## config.mk

```make
export PLATFORM = sky130hd
export DESIGN_NAME = psa_modexp
export DESIGN_NICKNAME = d
export VERILOG_FILES = /design/src/rtl/psa_pkg.sv /design/src/rtl/psa_lfsr.sv /design/src/rtl/psa_modmul.sv /design/src/rtl/psa_idxlist.sv /design/src/rtl/psa_modexp.sv
export SDC_FILE = /design/constraint.sdc
export NUM_CORES = 1
export LEC_CHECK = 0
export ABC_AREA = 0
export BUFFER_PORTS_ARGS = -buffer_cell sky130_fd_sc_hd__buf_2
export CORE_MARGIN = 10
export CORE_UTILIZATION = 30
export DETAILED_ROUTE_END_ITERATION = 12
export PLACE_DENSITY = 0.44
export SYNTH_ARGS = -nofsm -noshare
export SYNTH_HDL_FRONTEND = slang
export SYNTH_SLANG_ARGS = --single-unit
export TNS_END_PERCENT = 5
```

## constraint.sdc

```tcl
create_clock -name clk -period 16 [get_ports clk]
set_input_delay 3.2 -clock clk [delete_from_list [all_inputs] [get_ports clk]]
set_output_delay 3.2 -clock clk [all_outputs]
set_load 0.01 [all_outputs]
```

## src/rtl/psa_pkg.sv

```systemverilog
package psa_pkg;
  typedef enum logic [3:0] {
    S_IDLE, S_PRE_GO, S_PRE_WAIT, S_SHUF, S_SCAN,
    S_ACC_RD, S_ACC_TB, S_ACC_MUL, S_ACC_WAIT, S_FIN
  } state_t;
endpackage

```

## src/rtl/psa_lfsr.sv

```systemverilog
module psa_lfsr #(
  parameter int LW = 16,
  parameter logic [LW-1:0] TAPS = 16'hB400
) (
  input  logic          clk,
  input  logic          rst,
  input  logic          load,
  input  logic [LW-1:0] seed,
  input  logic          step,
  output logic [LW-1:0] q
);
  logic [LW-1:0] mixed;
  assign mixed = q ^ seed;

  always_ff @(posedge clk) begin
    if (rst) q <= LW'(1);
    else if (load) q <= (mixed == '0) ? LW'(1) : mixed;
    else if (step) q <= (q >> 1) ^ (q[0] ? TAPS : '0);
  end
endmodule

```

## src/rtl/psa_modmul.sv

```systemverilog
module psa_modmul #(
  parameter int W = 8
) (
  input  logic         clk,
  input  logic         rst,
  input  logic         go,
  input  logic [W-1:0] a,
  input  logic [W-1:0] b,
  input  logic [W-1:0] p,
  output logic [W-1:0] y,
  output logic         rdy
);
  localparam int CNTW = $clog2(W + 1);
  logic [W-1:0]    a_q, b_q, p_q;
  logic [CNTW-1:0] cnt;
  logic            busy;
  logic [W:0]      dbl, dbl_r, sum, sum_r;

  // y is always kept reduced: doubling then adding a (< p) stays under 2p
  always_comb begin
    dbl   = {y, 1'b0};
    dbl_r = (dbl >= {1'b0, p_q}) ? dbl - {1'b0, p_q} : dbl;
    sum   = dbl_r + (b_q[W-1] ? {1'b0, a_q} : '0);
    sum_r = (sum >= {1'b0, p_q}) ? sum - {1'b0, p_q} : sum;
  end

  always_ff @(posedge clk) begin
    if (rst) begin
      a_q <= '0; b_q <= '0; p_q <= '0; y <= '0;
      cnt <= '0; busy <= 1'b0; rdy <= 1'b0;
    end else begin
      rdy <= 1'b0;
      if (go) begin
        a_q <= a; b_q <= b; p_q <= p; y <= '0;
        cnt <= CNTW'(W); busy <= 1'b1;
      end else if (busy) begin
        y   <= sum_r[W-1:0];
        b_q <= b_q << 1;
        cnt <= cnt - 1'b1;
        if (cnt == CNTW'(1)) begin
          busy <= 1'b0;
          rdy  <= 1'b1;
        end
      end
    end
  end
endmodule

```

## src/rtl/psa_idxlist.sv

```systemverilog
module psa_idxlist #(
  parameter int DEPTH = 8,
  parameter int AW = 3
) (
  input  logic          clk,
  input  logic          rst,
  input  logic          clr,
  input  logic          push,
  input  logic [AW-1:0] din,
  input  logic [AW-1:0] rd_addr,
  output logic [AW-1:0] rd_data,
  output logic [AW:0]   count
);
  logic [AW-1:0] mem [DEPTH];

  always_ff @(posedge clk) begin
    if (push) mem[count[AW-1:0]] <= din;
    rd_data <= mem[rd_addr];
  end

  always_ff @(posedge clk) begin
    if (rst || clr) count <= '0;
    else if (push)  count <= count + 1'b1;
  end
endmodule

```

## src/rtl/psa_modexp.sv

```systemverilog
module psa_modexp
  import psa_pkg::*;
#(
  parameter int W  = 8,
  parameter int M  = 8,
  parameter int LW = 16,
  parameter logic [LW-1:0] TAPS = 16'hB400
) (
  input  logic          clk,
  input  logic          rst,
  input  logic          start,
  input  logic [W-1:0]  msg,
  input  logic [M-1:0]  expo,
  input  logic [W-1:0]  modulus,
  input  logic [LW-1:0] seed,
  output logic          done,
  output logic [W-1:0]  result,
  output logic          mul_tick
);
  localparam int IW = (M > 1) ? $clog2(M) : 1;
  localparam int CW = IW + 1;

  state_t        st;
  logic [W-1:0]  a_q, p_q, sq_q, acc_q, tbl_rd;
  logic [M-1:0]  x_q;
  logic [IW-1:0] i_q;
  logic [CW-1:0] k_q;
  logic [IW-1:0] perm [M];
  logic [W-1:0]  tbl  [M];

  logic          accept_start;
  logic          mul_go, mul_rdy;
  logic [W-1:0]  mul_a, mul_b, mul_y;
  logic [LW-1:0] lf_q;
  logic [IW-1:0] cand;
  logic          cand_ok, scan_bit;
  logic [IW-1:0] one_dout, zero_dout;
  logic [CW-1:0] cnt1, cnt0;

  function automatic logic [IW-1:0] smear(input logic [IW-1:0] v);
    logic [IW-1:0] s;
    s = v;
    for (int b = 1; b < IW; b++) s = s | (s >> b);
    return s;
  endfunction

  assign accept_start = start && (st == S_IDLE);
  assign cand     = lf_q[IW-1:0] & smear(i_q);
  assign cand_ok  = (cand <= i_q);
  assign scan_bit = x_q[perm[i_q]];

  assign mul_go = (st == S_PRE_GO) || (st == S_ACC_MUL);
  assign mul_a  = (st == S_ACC_MUL) ? acc_q : ((i_q == '0) ? W'(1) : sq_q);
  assign mul_b  = (st == S_ACC_MUL) ? tbl_rd : ((i_q == '0) ? a_q : sq_q);

  psa_lfsr #(.LW(LW), .TAPS(TAPS)) u_lfsr (
    .clk(clk), .rst(rst), .load(accept_start), .seed(seed),
    .step(st == S_SHUF), .q(lf_q)
  );

  psa_modmul #(.W(W)) u_mul (
    .clk(clk), .rst(rst), .go(mul_go), .a(mul_a), .b(mul_b), .p(p_q),
    .y(mul_y), .rdy(mul_rdy)
  );

  psa_idxlist #(.DEPTH(M), .AW(IW)) u_ones (
    .clk(clk), .rst(rst), .clr(accept_start),
    .push(st == S_SCAN && scan_bit), .din(i_q),
    .rd_addr(k_q[IW-1:0]), .rd_data(one_dout), .count(cnt1)
  );

  psa_idxlist #(.DEPTH(M), .AW(IW)) u_zeros (
    .clk(clk), .rst(rst), .clr(accept_start),
    .push(st == S_SCAN && !scan_bit), .din(i_q),
    .rd_addr('0), .rd_data(zero_dout), .count(cnt0)
  );

  // power table: one write port, one registered read port
  always_ff @(posedge clk) begin
    if (st == S_PRE_WAIT && mul_rdy) tbl[i_q] <= mul_y;
    tbl_rd <= tbl[perm[one_dout]];
  end

  always_ff @(posedge clk) begin
    if (rst) begin
      st <= S_IDLE; done <= 1'b0; result <= '0; mul_tick <= 1'b0;
      a_q <= '0; p_q <= '0; x_q <= '0; sq_q <= '0; acc_q <= '0;
      i_q <= '0; k_q <= '0;
      for (int g = 0; g < M; g++) perm[g] <= IW'(g);
    end else begin
      done     <= 1'b0;
      mul_tick <= 1'b0;
      case (st)
        S_IDLE: if (start) begin
          a_q <= msg; x_q <= expo; p_q <= modulus; i_q <= '0;
          for (int g = 0; g < M; g++) perm[g] <= IW'(g);
          st <= S_PRE_GO;
        end
        S_PRE_GO: st <= S_PRE_WAIT;
        S_PRE_WAIT: if (mul_rdy) begin
          sq_q <= mul_y;
          if (i_q == IW'(M - 1)) st <= S_SHUF;
          else begin
            i_q <= i_q + 1'b1;
            st  <= S_PRE_GO;
          end
        end
        S_SHUF: if (cand_ok) begin
          perm[i_q]  <= perm[cand];
          perm[cand] <= perm[i_q];
          if (i_q == IW'(1)) begin
            i_q <= '0;
            st  <= S_SCAN;
          end else i_q <= i_q - 1'b1;
        end
        S_SCAN: begin
          if (i_q == IW'(M - 1)) begin
            k_q <= '0; acc_q <= W'(1); st <= S_ACC_RD;
          end else i_q <= i_q + 1'b1;
        end
        S_ACC_RD:  st <= (k_q == cnt1) ? S_FIN : S_ACC_TB;
        S_ACC_TB:  st <= S_ACC_MUL;
        S_ACC_MUL: st <= S_ACC_WAIT;
        S_ACC_WAIT: if (mul_rdy) begin
          acc_q <= mul_y; k_q <= k_q + 1'b1; mul_tick <= 1'b1;
          st <= S_ACC_RD;
        end
        S_FIN: begin
          result <= acc_q; done <= 1'b1; st <= S_IDLE;
        end
        default: st <= S_IDLE;
      endcase
    end
  end
endmodule

```

==> impl_metrics.py <==
metrics = {
    "run_status": {
        "status": "complete, no violations",
    },
    "synth": {
        "synth-main-ff-cell": "dfxtp_1",
        "synth_most_common_cell": "nand2_1",
        "synth_warnings": 0,
        "syn_nets": 1352,
        "ys_top_cells_by_area": "edfxtp_1, dfxtp_1, nand2_1",
        "synthCells": 1271,
        "yosys-top-cells-count": "nand2_1, dfxtp_1, a21oi_1",
        "synthArstFlopShare": 0,
        "syn_area_per_cell_um2": 9.757,
        "synth_top_area_frac": 0.2712,
        "ys_types": 65,
        "syn-cell-area_um2": 12400,
        "yosysSeqAreaShare": 0.4859,
        "synth_top_cell_by_area": "edfxtp_1",
        "ys_ff_latch": 245,
        "synth_edf_count": 112,
    },
    "place": {
        "gp_congestion": 0.8770,
        "post_dp_cell_area_um2": 13170,
        "place_hpwl_mm": 24.60,
        "io_buffers": 52,
    },
    "critical_path": {
        "max_stage_delay_ns": 0.75,
        "cp.required_ns": 16.45,
        "start_kind": "flop",
        "cp_max_fo": 15,
        "worstPathArrival_ns": 6.35,
        "cp_slowest_cell": "or4_1",
        "worst_setup_path_end_kind": "flop",
        "crit_type": "flop to flop",
        "crit_chain": "ha_1 > a21o_1 > a31o_1 > o2111a_1 > or4_1 > a21o_1 > ha_1 > a21o_1 > a21oi_1 > o21ai_0 > nor3_1 > nor3_1 > xor2_1 > ha_1 > nand4_1 > o21bai_1 > nor2_1 > nand2_1 > o22a_4 > a21boi_4 > or4b_1 > o311ai_1",
    },
    "cts": {
        "cts_buffer_depth": 3,
        "postCtsHoldBufs": 0,
        "root_buffer": "clkbuf_16",
        "post_cts_resized": 0,
        "cts_setup_buffers": 0,
        "cts_tree": "yes",
        "cts-buffers-inserted": 28,
        "clk_pin_slew_worst_paths_ns": 0.06,
        "clkLatencyLatePin_ns": 0.55,
        "cts.sinks": 245,
        "htreeDepth": 1,
    },
    "sta": {
        "setup_viol": 0,
        "period_needed_ns": 5.902,
        "fin_crit_sh": 0.3688,
        "fin_skew_ns": 0.01311,
        "worst_slew_pin_slew_ns": 1.084,
        "hold_viol": 0,
        "grt_setup_unrepaired": "false",
        "relSlewSlack": 0.2747,
        "holdWs_ns": 0.4538,
        "fmax_mhz": 169.4,
        "setup_tns_ns": 0,
        "slew_viol_final": 0,
    },
    "layout": {
        "num_antenna_cells": 0,
        "final_cell_area_um2": 14150,
        "layout.nets": 1371,
        "layout-drive-gt1-share": 0.1304,
        "syn_to_final_growth_pct": 14.10,
    },
    "route": {
        "dr.first_iter.drc_count": 658,
        "vias_per_cell": 5.133,
        "drc": 0,
        "vias": 9460,
        "postRouteWirelength_mm": 35.69,
        "drtPass1Iterations": 5,
        "routedWlPerCell_um": 19.36,
        "ant_nets": 0,
    },
    "global_routing": {
        "track_usage": 0.1395,
        "grt_pass1_wl_mm": 56.10,
        "grt_pass1_vias": 9404,
        "antenna_found_initial": 0,
        "grt_overflow_total": 0,
        "grt_start_max_net_pins": 55,
    },
    "power_and_ir_drop": {
        "p_leak_nw": 5.012,
        "power.density_nw_per_um2": 174.0,
        "ir_drop_mv": 0.1260,
    },
    "run": {
        "cap_violations": 0,
    },
    "floorplan": {
        "dieArea_um2": 49870,
        "fp.dieW_um": 223.3,
        "core-area_um2": 40830,
        "pin_count": 53,
        "rows": 74,
        "start_util": 0.3037,
        "die_h_um": 223.3,
    },
    "min_path": {
        "hold_path_class": "flop to flop",
    },
}
==> cells by family (layout without fill, tap and decap cells) <==
kind of cell,after synthesis,after routing,share of synthesized area
and+or+nand+nor,436,436,0.1571
buffers and inverters,114,154,0.03552
xor gates and xnor gates,49,49,0.03461
DFF,245,245,0.4859
adders and majority gates,38,38,0.04016
muxes,85,85,0.09484
AOI/OAI and AO/OA,304,304,0.1519
==> metal layers <==
| metal | global-route usage | part of all wire | vias to the layer above |
|---|---|---|---|
| met5 | 0 | 0 | - |
| met4 | 0.03901 | 0.019 | 0 |
| met3 | 0.01438 | 0.044 | 42 |
| met2 | 0.2125 | 0.44 | 232 |
| met1 | 0.2035 | 0.50 | 4555 |
| li1 | - | - | 4631 |
==> power breakdown <==
| part | switching (W) | internal, W | total [W] |
|---|---|---|---|
| clock | 0.000269 | 0.000420 | 0.000688 |
| sequential | 0.0000746 | 0.000712 | 0.000786 |
| combinational | 0.000573 | 0.000414 | 0.000987 |
==> critical path, delay by kind of cell, from the launching register on <==
family / cells / cell delay [ns]
flip-flops: 1 / 0.58
AND/OR/NAND/NOR: 7 / 1.84
AO/OA/AOI/OAI: 11 / 2.20
XOR/XNOR: 1 / 0.17
adder cells (fa/ha/maj): 3 / 0.98
==> registers in the layout, summed over array words and instances, names as in the netlist, 16 cells and up, named ones only <==
register,flops
perm,24
u_ones.mem,24
u_lfsr.q,16
tbl,64
==> cells in the final DEF, fill, tap and decap left out, types with 5 or more instances in the layout <==
cell type / instances
xnor2_1: 27
nand2b_1: 17
a21o_1: 7
dfxtp_1: 133
bufinv_16: 5
nor2_1: 113
mux2_2: 22
buf_4: 14
nor2b_1: 16
a22oi_1: 15
clkinvlp_4: 5
nand4_1: 10
mux4_2: 23
ha_1: 35
nor4_1: 5
a311o_1: 15
buf_2: 51
o21ai_0: 71
and3_1: 9
o211ai_1: 11
clkbuf_16: 29
and2_1: 11
nand3_1: 14
o22ai_1: 14
nor3_1: 29
edfxtp_1: 112
or3_1: 5
xor2_1: 22
nand2_1: 187
inv_1: 38
a211oi_1: 16
mux2i_1: 35
a21oi_1: 118
==> final timing paths <==
kind	slack, ns	from	depth (start not counted)	to
max	10.10	u_mul.y[3]	22	u_mul.y[0]
min	0.45	result[4]	2	result[4]
max reg2reg	10.10	u_mul.y[3]	22	u_mul.y[0]
min reg2reg	0.45	result[4]	2	result[4]
==> stage by stage <==
| stage | worst slack (ns) | util | cells | power [W] |
|---|---|---|---|---|
| 6_report | 10.10 | 0.3465 | 1843 | 0.002462 |
| 5_1_grt | 9.714 | 0.3465 | 1843 | 0.002610 |
| 4_1_cts | 10.04 | 0.3465 | 1843 | 0.002479 |
| 3_5_place_dp | 10.06 | 0.3224 | 1792 | 0.001783 |
| 3_3_place_gp | 10.23 | 0.3224 | 1792 | 0.001787 |
| 2_1_floorplan | 10.76 | - | 1271 | 0.001540 |
==> cell type report <==
type | instances | area [um^2]
Sequential cell | 245 | 6026
Fill cell | 4192 | 26680
Multi-Input combinational cell | 912 | 5971
Clock buffer | 35 | 768.2
Inverter | 38 | 142.6
Tap cell | 532 | 665.6
Timing Repair Buffer | 65 | 360.3
Clock inverter | 16 | 215.2
Power figures use the tool's default switching activity.
